[src/rtl/tdp_pkg.sv]
`timescale 1ns/1ps
package tdp_pkg;

    // Data-path selection derived from the active instruction
    typedef enum logic [1:0] {
        KIND_BYPASS = 2'd0,
        KIND_IDCODE = 2'd1,
        KIND_EXTEST = 2'd2
    } dr_kind_e;

    localparam int unsigned ID_W = 32;

endpackage

[src/rtl/tdp_ir_stage.sv]
`timescale 1ns/1ps
module tdp_ir_stage #(
    parameter int unsigned     IR_W     = 4,
    parameter logic [IR_W-1:0] RESET_OP = '1,
    localparam int unsigned    ST_W     = (IR_W > 2) ? IR_W - 2 : 1
) (
    input  logic            tck_i,
    input  logic            rst_ni,
    input  logic            tlr_i,
    input  logic            sel_ir_i,
    input  logic            capture_i,
    input  logic            shift_i,
    input  logic            update_i,
    input  logic            tdi_i,
    input  logic [ST_W-1:0] status_i,
    output logic            sh_lsb_o,
    output logic [IR_W-1:0] hold_o
);

    typedef struct packed {
        logic [IR_W-1:0] sh;
        logic [IR_W-1:0] hold;
    } ir_state_t;

    ir_state_t       st_d, st_q;
    logic [IR_W-1:0] cap_val;

    // Capture pattern: fixed 01 at the bottom, status above it
    generate
        if (IR_W > 2) begin : g_status
            assign cap_val = {status_i, 2'b01};
        end else begin : g_bare
            logic unused_status;
            assign unused_status = ^status_i;
            assign cap_val       = 2'b01;
        end
    endgenerate

    always_comb begin
        st_d = st_q;
        if (sel_ir_i && capture_i) begin
            st_d.sh = cap_val;
        end else if (sel_ir_i && shift_i) begin
            st_d.sh = {tdi_i, st_q.sh[IR_W-1:1]};
        end
        if (tlr_i) begin
            st_d.hold = RESET_OP;
        end else if (sel_ir_i && update_i) begin
            st_d.hold = st_q.sh;
        end
    end

    always_ff @(posedge tck_i or negedge rst_ni) begin
        if (!rst_ni) begin
            st_q.sh   <= '0;
            st_q.hold <= RESET_OP;
        end else begin
            st_q <= st_d;
        end
    end

    assign sh_lsb_o = st_q.sh[0];
    assign hold_o   = st_q.hold;

endmodule

[src/rtl/tdp_decode.sv]
`timescale 1ns/1ps
module tdp_decode
    import tdp_pkg::*;
#(
    parameter int unsigned     IR_W      = 4,
    parameter logic [IR_W-1:0] IDCODE_OP = IR_W'(2),
    parameter bit              HAS_ID    = 1'b1
) (
    input  logic [IR_W-1:0] instr_i,
    output dr_kind_e        kind_o
);

    always_comb begin
        if (instr_i == '0) begin
            kind_o = KIND_EXTEST;
        end else if (HAS_ID && (instr_i == IDCODE_OP)) begin
            kind_o = KIND_IDCODE;
        end else begin
            // all ones and every unknown opcode
            kind_o = KIND_BYPASS;
        end
    end

endmodule

[src/rtl/tdp_dr_stage.sv]
`timescale 1ns/1ps
module tdp_dr_stage
    import tdp_pkg::*;
#(
    parameter logic [ID_W-1:0] ID_VALUE = 32'h1A5C_E0F3,
    parameter bit              HAS_ID   = 1'b1
) (
    input  logic     tck_i,
    input  logic     rst_ni,
    input  logic     sel_ir_i,
    input  logic     capture_i,
    input  logic     shift_i,
    input  logic     tdi_i,
    input  dr_kind_e kind_i,
    output logic     byp_o,
    output logic     id_lsb_o
);

    typedef struct packed {
        logic            byp;
        logic [ID_W-1:0] id;
    } dr_state_t;

    dr_state_t st_d, st_q;
    logic      dr_cap, dr_shf;

    assign dr_cap = !sel_ir_i && capture_i;
    assign dr_shf = !sel_ir_i && shift_i && !capture_i;

    always_comb begin
        st_d = st_q;
        unique case (kind_i)
            KIND_BYPASS: begin
                if (dr_cap)      st_d.byp = 1'b0;
                else if (dr_shf) st_d.byp = tdi_i;
            end
            KIND_IDCODE: begin
                if (dr_cap)      st_d.id = ID_VALUE;
                else if (dr_shf) st_d.id = {tdi_i, st_q.id[ID_W-1:1]};
            end
            default: ;
        endcase
    end

    always_ff @(posedge tck_i or negedge rst_ni) begin
        if (!rst_ni) begin
            st_q <= '0;
        end else begin
            st_q <= st_d;
        end
    end

    assign byp_o = st_q.byp;

    generate
        if (HAS_ID) begin : g_id
            assign id_lsb_o = st_q.id[0];
        end else begin : g_no_id
            assign id_lsb_o = 1'b0;
        end
    endgenerate

endmodule

[src/rtl/tap_data_path.sv]
`timescale 1ns/1ps
module tap_data_path
    import tdp_pkg::*;
#(
    parameter int unsigned     IR_W      = 4,
    parameter bit              HAS_ID    = 1'b1,
    parameter logic [IR_W-1:0] IDCODE_OP = IR_W'(2),
    parameter logic [ID_W-1:0] ID_VALUE  = 32'h1A5C_E0F3,
    localparam int unsigned    ST_W      = (IR_W > 2) ? IR_W - 2 : 1,
    localparam logic [IR_W-1:0] RESET_OP = HAS_ID ? IDCODE_OP : {IR_W{1'b1}}
) (
    input  logic            tck_i,
    input  logic            rst_ni,
    input  logic            tdi_i,
    input  logic            tlr_i,
    input  logic            sel_ir_i,
    input  logic            capture_i,
    input  logic            shift_i,
    input  logic            update_i,
    input  logic [ST_W-1:0] ir_status_i,
    input  logic            bsr_tdo_i,
    output logic            tdo_o,
    output logic [IR_W-1:0] active_ir_o,
    output logic            bsr_sel_o
);

    logic     ir_lsb, byp_bit, id_bit;
    dr_kind_e kind;

    tdp_ir_stage #(
        .IR_W     (IR_W),
        .RESET_OP (RESET_OP)
    ) u_ir (
        .tck_i     (tck_i),
        .rst_ni    (rst_ni),
        .tlr_i     (tlr_i),
        .sel_ir_i  (sel_ir_i),
        .capture_i (capture_i),
        .shift_i   (shift_i),
        .update_i  (update_i),
        .tdi_i     (tdi_i),
        .status_i  (ir_status_i),
        .sh_lsb_o  (ir_lsb),
        .hold_o    (active_ir_o)
    );

    tdp_decode #(
        .IR_W      (IR_W),
        .IDCODE_OP (IDCODE_OP),
        .HAS_ID    (HAS_ID)
    ) u_dec (
        .instr_i (active_ir_o),
        .kind_o  (kind)
    );

    tdp_dr_stage #(
        .ID_VALUE (ID_VALUE),
        .HAS_ID   (HAS_ID)
    ) u_dr (
        .tck_i     (tck_i),
        .rst_ni    (rst_ni),
        .sel_ir_i  (sel_ir_i),
        .capture_i (capture_i),
        .shift_i   (shift_i),
        .tdi_i     (tdi_i),
        .kind_i    (kind),
        .byp_o     (byp_bit),
        .id_lsb_o  (id_bit)
    );

    // Serial output select
    always_comb begin
        if (sel_ir_i) begin
            tdo_o = ir_lsb;
        end else begin
            unique case (kind)
                KIND_IDCODE: tdo_o = id_bit;
                KIND_EXTEST: tdo_o = bsr_tdo_i;
                default:     tdo_o = byp_bit;
            endcase
        end
    end

    assign bsr_sel_o = (kind == KIND_EXTEST);

endmodule

[config.mk]
export PLATFORM = sky130hd
export DESIGN_NAME = tap_data_path
export DESIGN_NICKNAME = d
export VERILOG_FILES = /design/src/rtl/tdp_pkg.sv /design/src/rtl/tdp_ir_stage.sv /design/src/rtl/tdp_decode.sv /design/src/rtl/tdp_dr_stage.sv /design/src/rtl/tap_data_path.sv
export SDC_FILE = /design/constraint.sdc
export NUM_CORES = 1
export LEC_CHECK = 0
export BUFFER_PORTS_ARGS = -buffer_cell sky130_fd_sc_hd__buf_2
export CAP_MARGIN = 20
export CORE_AREA = 2 2 54 76
export CTS_CLUSTER_DIAMETER = 30
export DETAILED_ROUTE_END_ITERATION = 12
export DIE_AREA = 0 0 56 78
export PLACE_DENSITY_LB_ADDON = 0.15
export SLEW_MARGIN = 20
export SYNTH_ARGS = -nofsm -noshare
export SYNTH_HDL_FRONTEND = slang
export SYNTH_HIERARCHICAL = 1
export SYNTH_SLANG_ARGS = --single-unit
export TNS_END_PERCENT = 20
[constraint.sdc]
create_clock -name tck_i -period 2.7 [get_ports tck_i]
set_input_delay 0 -clock tck_i [delete_from_list [all_inputs] [get_ports tck_i]]
set_output_delay 0 -clock tck_i [all_outputs]
set_load 0.05 [all_outputs]
== Word level (Yosys, flattened, before mapping) ==
Cells that the tools add are included.

* Register bits: 41
* Latch bits: 0
* Memory bits (writable): 0
* ROM bits: 0
* Output and inout port bits: 6
* Memories: 0

* $add $sub $neg: 0
* Multiply operators: 0
* Divide/modulo/power cells: 0
* Order comparisons: 0
* Equal/unequal tests: 3
* Shift-type cells: 0
* Muxes and demuxes: 12
* Bitwise gates (word level): 0
* Reduce and logical (&&, ||, !) cells: 15

{| class="wikitable"
|+ Operators by type and width
! operator !! number
|-
| 32-bit 2-to-1 mux || 2
|-
| 4-bit 2-to-1 mux || 4
|-
| 1-bit logical AND || 6
|-
| 2-bit nonzero test || 3
|-
| 4-bit by 2-bit equality test with 1-bit output, second input constant || 1
|-
| 4-bit logical NOT || 1
|-
| 1-bit 2-to-1 mux || 4
|-
| 2-bit AND reduction || 2
|-
| 2-bit by 1-bit equality test with 1-bit output, second input constant || 1
|-
| 2-bit equality test, second input constant || 1
|-
| 1-bit logical NOT || 2
|-
| 2-bit logical NOT || 1
|-
| 2-bit 2-to-1 mux || 1
|-
| 1-bit one-hot mux with 2 select lines || 1
|}

== Logic depth before layout (Yosys ltp) ==
Gate-level depths: netlist of run 1.

* Depth after elaboration: 6
* Mapped depth: 6

== Hierarchy ==
The synthesis of run 1 kept the hierarchy.

{| class="wikitable"
|+ By module, submodules not included
! module !! times used !! cells each !! area each (um^2) !! sequential area each (um^2)
|-
| tdp_dr_stage || 1 || 123 || 1460.2 || 825.8
|-
| tdp_ir_stage || 1 || 41 || 399.1 || 201.4
|-
| tap_data_path || 1 || 9 || 75.1 || 0.0
|-
| tdp_decode || 1 || 2 || 27.5 || 0.0
|}

== Worst setup path before layout of run 1 ==
OpenSTA, ideal clock, no wires.

* Kind: reg2out
* Start: register u_ir.st_q (netlist bit u_ir/hold_o[0])
* End: output tdo_o
* Arrival: 2.546 ns
* Data required time: 2.700 ns
* Path slack: 0.154 ns
* Cell stages (with the launch flop): 6
* Buffers on the path: 1
* Path through: dfrtp_1 > buf_4 > nor4_2 > ha_1 > a211oi_2 > a221oi_2

* Elaborated cells on any way between the ends: 8
* Classes of those cells: eq/ne: 3; mux: 4; reduce/logical: 1

{| class="wikitable"
|+ RTL lines
! what !! RTL line !! source
|-
| start, declared || tdp_ir_stage.sv:25 || <nowiki>ir_state_t st_d, st_q;</nowiki>
|-
| start signal, assigned || tdp_ir_stage.sv:58 || <nowiki>st_q <= st_d;</nowiki>
|-
| 4-bit logical NOT || tdp_decode.sv:14 || <nowiki>if (instr_i == '0) begin</nowiki>
|-
| 2-bit 2-to-1 mux || tdp_decode.sv:14 ||
|-
| named net kind[1] || tap_data_path.sv:28 || <nowiki>dr_kind_e kind;</nowiki>
|-
| 2-bit equality test || -- ||
|-
| named net bsr_sel_o || tap_data_path.sv:24 || <nowiki>output logic bsr_sel_o</nowiki>
|-
| 1-bit one-hot mux with 2 select lines || tap_data_path.sv:76 || <nowiki>unique case (kind)</nowiki>
|-
| 1-bit 2-to-1 mux || tap_data_path.sv:73 || <nowiki>if (sel_ir_i) begin</nowiki>
|-
| end, declared || tap_data_path.sv:22 || <nowiki>output logic tdo_o,</nowiki>
|}

The timed path passes the listed nets, and every way through them passes these cells.

== Worst setup path after layout of run 1 ==
* Start: register u_ir.st_q (netlist bit u_ir/hold_o[0])
* End: output tdo_o

* Elaborated cells on any way between the ends: 8
* Classes of those cells: eq/ne: 3; mux: 4; reduce/logical: 1

{| class="wikitable"
|+ RTL lines
! what !! RTL line
|-
| 4-bit logical NOT * || tdp_decode.sv:14
|-
| 2-bit 2-to-1 mux * || tdp_decode.sv:14
|-
| named net kind[1] || tap_data_path.sv:28
|-
| 2-bit equality test / 2-bit by 1-bit equality test with 1-bit output (equally long branches) || tap_data_path.sv:76
|-
| 1-bit one-hot mux with 2 select lines * || tap_data_path.sv:76
|-
| 1-bit 2-to-1 mux * || tap_data_path.sv:73
|}

The timed path passes the listed nets; every way through them passes the cells marked *.

==> flow_metrics.py, run 1 <==
metrics = {
    "flow_run": {
        "cap_violations": 0,
    },
    "detailed_routing": {
        "drt_first_iter_violations": 59,
        "ant_nets": 0,
        "detail_route.vias_per_cell": 5.30,
        "routed_wire_length_per_instance_um": 13.0,
        "totalWireLength_mm": 3.08,
        "post_route_drc_violation_count": 0,
        "detail_route.first_pass.iterations": 4,
        "total_number_of_vias": 1250,
    },
    "timing": {
        "hold_ws_ps": 15.3,
        "fin_crit_sh": 0.845,
        "fin_crit_ps": 2280,
        "final_max_slew_viol_count": 0,
        "finalHoldViolations": 0,
        "grt_setup_unrepaired": "false",
        "setup_total_negative_slack_ps": 0,
        "finalSetupViolCount": 0,
        "final.setup.worst_slack_ps": 419,
        "clock_skew_ps": 5.21,
        "relSlewSlack": 0.416,
        "worst_pin_slew_ps": 875,
        "clock.fmax_mhz": 438,
    },
    "worst_setup_path": {
        "start_kind": "flop",
        "slowest_delay_ps": 570,
        "regToRegEndpoint": "u_dr/st_q[6]",
        "worst-setup-path-type": "reg2out",
        "critical_path_buffers_and_inverters": 1,
        "crit_cells": 5,
        "critical_path.reg2reg.startpoint": "u_ir/hold_o[1]",
        "arrival_ps": 2280,
        "critPathRequiredTime_ps": 2700,
        "critical_path_peak_fanout": 4,
        "crit_family": "simple AND/OR/NAND/NOR gates",
        "r2r_cells": 4,
        "timing.critical_path.to_type": "primary output",
        "crit_slowest_cell": "sky130_fd_sc_hd__nor4_2",
        "timing.reg2reg.setup_slack_ps": 730,
        "crit_chain": "nor4_2 > ha_1 > nor3b_1 > a221oi_2 > buf_2",
    },
    "worst_hold_path": {
        "hold_depth": 3,
        "hold_end": "u_ir/hold_o[2]",
        "hold_start": "update_i",
        "hold_class": "in2reg",
    },
    "synth": {
        "synth.distinct_cells": 31,
        "synth-edff-count": 0,
        "synth_flop_cell": "sky130_fd_sc_hd__dfrtp_1",
        "yosysSeqAreaShare": 0.524,
        "ys.warnings.count": 6,
        "syn_nets": 188,
        "asyncSetResetFlopFracSynth": 1.00,
        "ys_top_cells_by_area": "sky130_fd_sc_hd__dfrtp_1, sky130_fd_sc_hd__mux2_2, sky130_fd_sc_hd__mux2i_1",
        "synth.top_cells.by_count": "sky130_fd_sc_hd__dfrtp_1, sky130_fd_sc_hd__nand2_1, sky130_fd_sc_hd__inv_1, sky130_fd_sc_hd__mux2_2, sky130_fd_sc_hd__mux2i_1",
        "summed_instance_area_of_the_synthesized_netlist_mm2": 0.00196,
        "avgSynthCellArea_um2": 11.2,
        "synthesis.instances": 175,
        "synth_largest_type_area_fraction": 0.510,
        "synth.largest_area_cell": "sky130_fd_sc_hd__dfrtp_1",
        "postSynthRegisterBits": 41,
        "synth_most_common_cell": "sky130_fd_sc_hd__dfrtp_1",
    },
    "floorplanning": {
        "design.portCount": 17,
        "floorplan.core_area_mm2": 0.00364,
        "number_of_rows_in_the_core_area": 26,
        "initial_utilization": 0.538,
        "die-width_um": 56,
        "die-area_mm2": 0.00437,
        "die_h_um": 78,
    },
    "cts": {
        "post_cts.resized_instances": 0,
        "cts_max_path_buffers": 2,
        "worstSkewPairLatency_ps": 290,
        "tritoncts_num_sinks": 41,
        "worst_setup_hold_path_clk_slew_ps": 70,
        "cts_setup_buffers": 0,
        "clock_tree_from_tritoncts": "done",
        "cts_root_buffer": "sky130_fd_sc_hd__clkbuf_8",
        "h-tree-depth": 2,
        "cts_made_buffers": 5,
    },
    "placement": {
        "globalplace.congestion": 0.751,
        "post-dp-hpwl_mm": 2.18,
        "dpl_worst_slack_ps": 724,
        "buffer_ports.inserted": 16,
    },
    "final_layout": {
        "number_of_nets_in_the_finished_design": 206,
        "fin_util": 0.596,
        "layout-drive-gt1-share": 0.258,
        "layout-area-overhead-vs-synth_pct": 10.7,
        "fillerInstances": 330,
        "insertedDiodeCount": 0,
    },
    "global_routing": {
        "grt.total_usage": 0.166,
        "wire_length_of_the_first_global_routing_pass_mm": 5.64,
        "grt_overflow": 0,
        "grt_pass1_vias": 1307,
        "maximum_number_of_pins_on_one_net_before_global_route_repair": 42,
        "antenna_found_initial": 0,
    },
    "power_and_ir_drop": {
        "leak_nw": 1.02,
        "peakVddDrop_uv": 535,
        "power-per-cell-area_mw_per_mm2": 880,
    },
    "outcome": {
        "run_status": "finished clean",
    },
}
[cell usage in the layout (no fill, tap or decap), drive strengths merged, types with 2 or more instances in the layout]
cell          n
a21oi         4
nand2        29
mux2         18
ha            2
nor2          3
o21ai         2
mux2i        15
nor4          2
nand2b       10
inv          21
nand3         4
dlygate4sd3   4
dfrtp        40
nor4b         2
buf          18
o22ai         2
clkbuf        8
[where the power goes]
group	switching, mW	total, mW	leakage [nW]	internal (mW)
clock	0.197	0.405	0.0455	0.208
sequential	0.112	0.977	0.483	0.865
combinational	0.256	0.528	0.496	0.272
[metal layers]
| layer | vias up | part of all wire | track usage |
|---|---|---|---|
| li1 | 605 | - | - |
| met1 | 615 | 0.40 | 0.181 |
| met2 | 21 | 0.53 | 0.288 |
| met3 | 9 | 0.043 | 0.0517 |
| met4 | 0 | 0.025 | 0.0786 |
| met5 | - | 0 | 0 |
[flip-flops by register name, summed over array words and instances (netlist names)]
signal         count
u_dr/byp_o         1
u_dr/st_q         31
u_ir/st_q          3
u_ir/sh_lsb_o      1
u_dr/id_lsb_o      1
u_ir/hold_o        4
[area by class of cell]
type | instances | area, µm² | area share
clock buffer | 8 | 90.1 | 0.0415
tap | 42 | 52.6 | 0.0242
timing repair buffer | 22 | 148 | 0.0680
sequential | 41 | 1030 | 0.473
inverter | 21 | 78.8 | 0.0363
multi-input combinational | 102 | 774 | 0.357
[tightest hold or removal path: cells and delay by family]
family,cells,cell delay (ps)
AND/OR/NAND/NOR,1,80
buffers and inverters,1,140
AO/OA/AOI/OAI,1,50
[stage by stage]
step	std cells	power (mW)	cell area [µm²]
after CTS	236	1.94	2170
after floorplan	175	1.40	1960
after detailed placement	224	1.53	2040
final	236	1.91	2170
after global routing	236	2.06	2170
after global placement	224	1.48	2040
[cell families (layout without fill, tap and decap cells)]
| family | Yosys count | in the layout | synth area share |
|---|---|---|---|
| AOI/OAI and AO/OA | 13 | 13 | 0.0510 |
| adders and majority gates | 2 | 2 | 0.0128 |
| buffers and inverters | 32 | 51 | 0.0816 |
| DFF | 41 | 41 | 0.524 |
| muxes | 33 | 33 | 0.180 |
| and+or+nand+nor | 54 | 54 | 0.151 |
[worst max-delay path by stage]
stage / startpoint / to / slack (ps)
3_5_place_dp: u_ir/hold_o[1] / u_dr/id_lsb_o / 720
6_report: u_ir/hold_o[0] / tdo_o / 420
4_1_cts: u_ir/hold_o[0] / tdo_o / 420
3_3_place_gp: u_ir/hold_o[1] / u_dr/st_q[7] / 780
2_1_floorplan: u_ir/hold_o[0] / tdo_o / 150
5_1_grt: u_ir/hold_o[1] / tdo_o / 260
[what timing repair did]
action / in CTS / in global routing
endpoints found under the setup margin: 0 / 0
hold buffers: 4 / 0
endpoints found under the hold margin: 46 / 0
(Power assumes the default switching activity.)
==> run 2: changes to the inputs <==
--- a/config.mk
+++ b/config.mk
@@ -5,12 +5,13 @@
 export SDC_FILE = /design/constraint.sdc
 export NUM_CORES = 1
 export LEC_CHECK = 0
+export ABC_AREA = 1
 export BUFFER_PORTS_ARGS = -buffer_cell sky130_fd_sc_hd__buf_2
 export CAP_MARGIN = 20
-export CORE_AREA = 2 2 54 76
+export CORE_AREA = 2 2 56 79
 export CTS_CLUSTER_DIAMETER = 30
 export DETAILED_ROUTE_END_ITERATION = 12
-export DIE_AREA = 0 0 56 78
+export DIE_AREA = 0 0 58 81
 export PLACE_DENSITY_LB_ADDON = 0.15
 export SLEW_MARGIN = 20
 export SYNTH_ARGS = -nofsm -noshare
==> constraint.sdc (replaced) <==
create_clock -name tck_i -period 2.3 [get_ports tck_i]
set_input_delay 0 -clock tck_i [delete_from_list [all_inputs] [get_ports tck_i]]
set_output_delay 0 -clock tck_i [all_outputs]
set_load 0.05 [all_outputs]
==> flow_metrics.py, run 2 <==
metrics = {
    "outcome": {
        "run_status": "finished clean",
    },
    "cts": {
        "clock_tree_from_tritoncts": "done",
        "cts_made_buffers": 5,
        "tritoncts_num_sinks": 41,
        "worst_setup_hold_path_clk_slew_ps": 80,
        "worstSkewPairLatency_ps": 300,
        "cts_root_buffer": "sky130_fd_sc_hd__clkbuf_8",
        "cts_max_path_buffers": 2,
        "h-tree-depth": 2,
    },
    "worst_setup_path": {
        "crit_slowest_cell": "sky130_fd_sc_hd__nor2_1",
        "crit_chain": "inv_1 > nand2_1 > nor2_1 > ha_1 > a21oi_1 > nand2_1 > nand2_1 > buf_2",
        "worst-setup-path-type": "reg2out",
        "crit_top_cell": "sky130_fd_sc_hd__nand2_1",
        "critical_path_peak_fanout": 4,
        "critPathRequiredTime_ps": 2300,
        "start_kind": "flop",
        "crit_family": "simple AND/OR/NAND/NOR gates",
        "slowest_delay_ps": 410,
        "arrival_ps": 2060,
        "timing.critical_path.to_type": "primary output",
        "critical_path_buffers_and_inverters": 2,
    },
    "timing": {
        "clock.fmax_mhz": 484,
        "clock_skew_ps": 11.5,
        "finalHoldViolations": 0,
        "hold_ws_ps": 30.9,
        "fin_crit_ps": 2060,
        "setup_total_negative_slack_ps": 0,
        "final_max_slew_viol_count": 0,
        "grt_setup_unrepaired": "false",
        "worst_pin_slew_ps": 888,
        "finalSetupViolCount": 0,
        "fin_crit_sh": 0.897,
        "relSlewSlack": 0.408,
    },
    "detailed_routing": {
        "detail_route.vias_per_cell": 5.12,
        "post_route_drc_violation_count": 0,
        "ant_nets": 0,
        "drt_first_iter_violations": 72,
        "detail_route.first_pass.iterations": 4,
        "routed_wire_length_per_instance_um": 12.5,
        "totalWireLength_mm": 3.93,
        "total_number_of_vias": 1602,
    },
    "floorplanning": {
        "die-area_mm2": 0.00470,
        "floorplan.core_area_mm2": 0.00406,
        "design.portCount": 17,
        "die-width_um": 58,
        "initial_utilization": 0.531,
        "number_of_rows_in_the_core_area": 28,
        "die_h_um": 81,
    },
    "global_routing": {
        "grt.met3_usage": 0.0382,
        "grt.busiest_layer": "met2",
        "maximum_number_of_pins_on_one_net_before_global_route_repair": 42,
        "wire_length_of_the_first_global_routing_pass_mm": 6.93,
        "gr-usage-met2": 0.332,
        "groute.layer.met1.usage": 0.233,
        "antenna_found_initial": 0,
        "grt_pass1_vias": 1557,
        "grt_overflow": 0,
        "grt.total_usage": 0.192,
    },
    "final_layout": {
        "commonest_non_fill_non_tap_cells_in_the_layout": "sky130_fd_sc_hd__nand2_1, sky130_fd_sc_hd__dfrtp_1, sky130_fd_sc_hd__nand2_2, sky130_fd_sc_hd__nand3_1, sky130_fd_sc_hd__inv_1",
        "insertedDiodeCount": 0,
        "number_of_nets_in_the_finished_design": 281,
        "largest_register_ffs": 31,
        "mostFrequentLayoutCell": "sky130_fd_sc_hd__nand2_1",
        "layout-drive-gt1-share": 0.243,
        "post-route-cell-area_mm2": 0.00228,
        "layout-area-overhead-vs-synth_pct": 5.45,
        "registers.top_by_ff_count": "u_dr/st_q",
        "fin_util": 0.560,
        "finish.cell_count_without_fillers": 313,
    },
    "flow_run": {
        "cap_violations": 0,
    },
    "synth": {
        "asyncSetResetFlopFracSynth": 1.00,
        "synth.largest_area_cell": "sky130_fd_sc_hd__dfrtp_1",
        "postSynthRegisterBits": 41,
        "synth_largest_type_area_fraction": 0.463,
        "synth-edff-count": 0,
        "ys_top_cells_by_area": "sky130_fd_sc_hd__dfrtp_1, sky130_fd_sc_hd__nand2_1, sky130_fd_sc_hd__nand2_2",
        "ys.warnings.count": 6,
        "yosysSeqAreaShare": 0.476,
        "synth_flop_cell": "sky130_fd_sc_hd__dfrtp_1",
        "avgSynthCellArea_um2": 8.44,
        "summed_instance_area_of_the_synthesized_netlist_mm2": 0.00216,
        "synth_most_common_cell": "sky130_fd_sc_hd__nand2_1",
        "synthesis.instances": 256,
        "synth.top_cells.by_count": "sky130_fd_sc_hd__nand2_1, sky130_fd_sc_hd__dfrtp_1, sky130_fd_sc_hd__nand2_2, sky130_fd_sc_hd__nand3_1, sky130_fd_sc_hd__inv_1",
        "synth.distinct_cells": 20,
        "syn_nets": 269,
    },
    "worst_hold_path": {
        "hold_class": "in2reg",
    },
    "placement": {
        "globalplace.congestion": 0.701,
        "post-place-cells": 303,
        "buffer_ports.inserted": 16,
        "post-dp-hpwl_mm": 2.54,
        "placement.cell_area_mm2": 0.00216,
    },
    "power_and_ir_drop": {
        "leak_nw": 1.28,
        "power-per-cell-area_mw_per_mm2": 888,
        "peakVddDrop_uv": 544,
    },
}
## run 2: cell types whose count changed after synthesis, moves of 3 or more
cell | previous run | this run
sky130_fd_sc_hd__nand2_1 | 28 | 80
sky130_fd_sc_hd__nand2_2 | 0 | 32
sky130_fd_sc_hd__nand3_1 | 4 | 26
sky130_fd_sc_hd__mux2_2 | 18 | 0
sky130_fd_sc_hd__nand4_1 | 1 | 17
sky130_fd_sc_hd__mux2i_1 | 15 | 0
sky130_fd_sc_hd__nand2b_1 | 10 | 0
sky130_fd_sc_hd__nor2_1 | 2 | 7
sky130_fd_sc_hd__inv_1 | 21 | 25
sky130_fd_sc_hd__a21oi_1 | 4 | 1
sky130_fd_sc_hd__buf_12 | 0 | 3
sky130_fd_sc_hd__inv_2 | 0 | 3
## run 2: worst reg2reg max path, delay by kind of cell, from the launching register on
| family | cells | cell delay (ps) |
|---|---|---|
| AND/OR/NAND/NOR | 6 | 1040 |
| flip-flops | 1 | 550 |
| buffers and inverters | 1 | 110 |
## run 2: path summary, 6_finish.rpt
| path | startpoint | end | slack, ps | depth (start not counted) |
|---|---|---|---|---|
| min in group asynchronous | rst_ni | u_dr/st_q[5] | 360 | 2 |
| min reg2reg | u_dr/byp_o | u_dr/byp_o | 480 | 2 |
| min | ir_status_i[0] | u_ir/st_q[6] | 30 | 5 |
| max | u_ir/hold_o[3] | tdo_o | 240 | 8 |
| max in group asynchronous | rst_ni | u_dr/st_q[23] | 1380 | 2 |
| max reg2reg | u_ir/hold_o[1] | u_dr/st_q[23] | 500 | 7 |
## run 2: power breakdown
group	switching [mW]	leakage [nW]	total, mW	internal, mW
clock	0.254	0.0433	0.492	0.237
sequential	0.125	0.534	1.02	0.898
combinational	0.324	0.704	0.508	0.184
total	0.703	1.28	2.02	1.32
## run 2: metrics by stage
stage / worst slack (ps) / power, mW
2_1_floorplan: 130 / 1.47
3_3_place_gp: 567 / 1.54
3_5_place_dp: 517 / 1.55
4_1_cts: 225 / 2.05
5_1_grt: 72.8 / 2.17
6_report: 236 / 2.02
## run 2: cell type report
type	instances	area (µm²)
Tap cell	45	56.3
Sequential cell	41	1030
Clock buffer	6	82.6
Timing Repair Buffer	20	118
Inverter	28	105
Multi-Input combinational cell	172	881
Fill cell	397	1790
Clock inverter	1	7.51
## run 2: metal layers
metal / share of wire / vias to the layer above
met5: 0 / -
met4: 0.013 / 0
met3: 0.027 / 4
li1: - / 819
met2: 0.52 / 20
met1: 0.44 / 759
## run 2: repair_timing
action                                 CTS  global route
gates resized for setup                  0             0
endpoints found under the hold margin   44             0
hold buffers                             3             0
setup buffers                            0             0
## run 2: cell families (layout without fill, tap and decap cells)
logic type                 Yosys count  in the layout  synth area share
and+or+nand+nor                    169            169             0.394
adders and majority gates            2              2            0.0116
AOI/OAI and AO/OA                    1              1           0.00232
buffers and inverters               43             55             0.116
DFF                                 41             41             0.476
==> run 3: changes to the inputs <==
--- a/config.mk
+++ b/config.mk
@@ -8,10 +8,11 @@
 export ABC_AREA = 1
 export BUFFER_PORTS_ARGS = -buffer_cell sky130_fd_sc_hd__buf_2
 export CAP_MARGIN = 20
-export CORE_AREA = 2 2 56 79
+export CORE_AREA = 2 2 62 87
 export CTS_CLUSTER_DIAMETER = 30
 export DETAILED_ROUTE_END_ITERATION = 12
-export DIE_AREA = 0 0 58 81
+export DIE_AREA = 0 0 64 89
+export GPL_ROUTABILITY_DRIVEN = 0
 export PLACE_DENSITY_LB_ADDON = 0.15
 export SLEW_MARGIN = 20
 export SYNTH_ARGS = -nofsm -noshare
==> flow_metrics.py, run 3 (synthesized netlist as in run 2, its figures left out) <==
metrics = {
    "outcome": {
        "run_status": "finished clean",
    },
    "cts": {
        "cts_made_buffers": 5,
        "tritoncts_num_sinks": 41,
        "cts_setup_buffers": 0,
        "worstSkewPairLatency_ps": 290,
        "worst_setup_hold_path_clk_slew_ps": 80,
        "clock_tree_from_tritoncts": "done",
        "cts_max_path_buffers": 2,
        "h-tree-depth": 2,
        "post_cts.resized_instances": 0,
        "cts_root_buffer": "sky130_fd_sc_hd__clkbuf_8",
    },
    "worst_hold_path": {
        "hold_class": "in2reg",
    },
    "placement": {
        "buffer_ports.inserted": 16,
        "placement.cell_area_mm2": 0.00218,
        "post-dp-hpwl_mm": 2.42,
    },
    "floorplanning": {
        "number_of_rows_in_the_core_area": 30,
        "die_h_um": 89,
        "floorplan.core_area_mm2": 0.00484,
        "initial_utilization": 0.446,
        "design.portCount": 17,
        "die-width_um": 64,
        "die-area_mm2": 0.00570,
    },
    "timing": {
        "finalSetupViolCount": 0,
        "grt_setup_unrepaired": "false",
        "finalHoldViolations": 0,
        "fin_crit_sh": 0.905,
        "hold_ws_ps": 28.6,
        "setup_total_negative_slack_ps": 0,
        "final_max_slew_viol_count": 0,
        "worst_pin_slew_ps": 903,
        "clock_skew_ps": 9.40,
        "relSlewSlack": 0.398,
        "clock.fmax_mhz": 480,
        "fin_crit_ps": 2080,
    },
    "flow_run": {
        "cap_violations": 0,
    },
    "detailed_routing": {
        "ant_nets": 0,
        "post_route_drc_violation_count": 0,
        "routed_wire_length_per_instance_um": 11.4,
        "totalWireLength_mm": 3.81,
        "detail_route.vias_per_cell": 4.75,
        "detail_route.first_pass.iterations": 4,
        "total_number_of_vias": 1582,
        "drt_first_iter_violations": 72,
    },
    "final_layout": {
        "number_of_nets_in_the_finished_design": 281,
        "sequential_cell_area_mm2": 0.00103,
        "largest_register_ffs": 31,
        "layout-drive-gt1-share": 0.245,
        "layout-area-overhead-vs-synth_pct": 6.37,
        "commonest_non_fill_non_tap_cells_in_the_layout": "sky130_fd_sc_hd__nand2_1, sky130_fd_sc_hd__dfrtp_1, sky130_fd_sc_hd__nand2_2, sky130_fd_sc_hd__nand3_1, sky130_fd_sc_hd__inv_1",
        "fin_util": 0.474,
        "multi_input_gate_area_in_the_final_layout_um2": 881,
        "registers.top_by_ff_count": "u_dr/st_q",
        "post-route-cell-area_mm2": 0.00230,
        "fillerInstances": 481,
        "mostFrequentLayoutCell": "sky130_fd_sc_hd__nand2_1",
        "insertedDiodeCount": 0,
    },
    "worst_setup_path": {
        "start_kind": "flop",
        "critical_path_peak_fanout": 4,
        "worst-setup-path-type": "reg2out",
        "timing.critical_path.to_type": "primary output",
        "arrival_ps": 2080,
        "critPathRequiredTime_ps": 2300,
    },
    "power_and_ir_drop": {
        "power-per-cell-area_mw_per_mm2": 866,
        "peakVddDrop_uv": 409,
        "leak_nw": 1.28,
        "post_layout_power_mw": 1.99,
    },
    "global_routing": {
        "antenna_found_initial": 0,
        "grt_overflow": 0,
        "wire_length_of_the_first_global_routing_pass_mm": 6.76,
        "grt.total_usage": 0.152,
        "grt_pass1_vias": 1503,
        "maximum_number_of_pins_on_one_net_before_global_route_repair": 42,
    },
}
run 3: path summary, 6_finish.rpt:
path	slack [ps]	start	cells past startpoint	endpoint
worst max-delay path	220	u_ir/hold_o[3]	8	tdo_o
worst min-delay path	30	ir_status_i[1]	5	u_ir/st_q[7]
worst max register to register	550	u_ir/hold_o[1]	7	u_dr/st_q[24]
worst min register to register	470	u_dr/byp_o	2	u_dr/byp_o
max in group asynchronous	1370	rst_ni	2	u_dr/st_q[25]
min in group asynchronous	370	rst_ni	2	u_dr/st_q[14]
run 3: power by group:
part	internal, mW	switching, mW
clock network	0.210	0.255
logic	0.184	0.322
registers	0.898	0.120
total	1.29	0.697
run 3: through the flow:
stage / cells / setup WS, ps
3_5_place_dp: 322 / 507
2_1_floorplan: 256 / 130
6_report: 333 / 218
4_1_cts: 333 / 182
3_3_place_gp: 322 / 537
5_1_grt: 333 / 4.08
run 3: timing repair:
action	4_1_cts	5_1_grt
hold endpoints to repair	46	0
endpoints found under the setup margin	0	0
hold buffers	3	0
run 3: layout make-up:
cell class                 instances  share of cell area
multi-input combinational        172               0.383
tap                               64              0.0349
clock buffer                       5              0.0300
clock inverter                     3             0.00763
timing repair buffer              20              0.0512
inverter                          28              0.0458
sequential                        41               0.447
run 3: worst max-delay path, stage by stage, from the launching register on:
cell and delay, ps:
sky130_fd_sc_hd__dfrtp_1 400, sky130_fd_sc_hd__inv_1 60, sky130_fd_sc_hd__nand2_1 70, sky130_fd_sc_hd__nor2_1 420, sky130_fd_sc_hd__ha_1 340, sky130_fd_sc_hd__a21oi_1 140
sky130_fd_sc_hd__nand2_1 60, sky130_fd_sc_hd__nand2_1 50, sky130_fd_sc_hd__buf_2 250
run 3: layer usage:
metal  vias up  GRT usage  wire (µm)
met1       739      0.190       1820
met2        15      0.254       1840
met4         0     0.0652         57
li1        822          -          -
met5         -          0          0
met3         6     0.0340         86
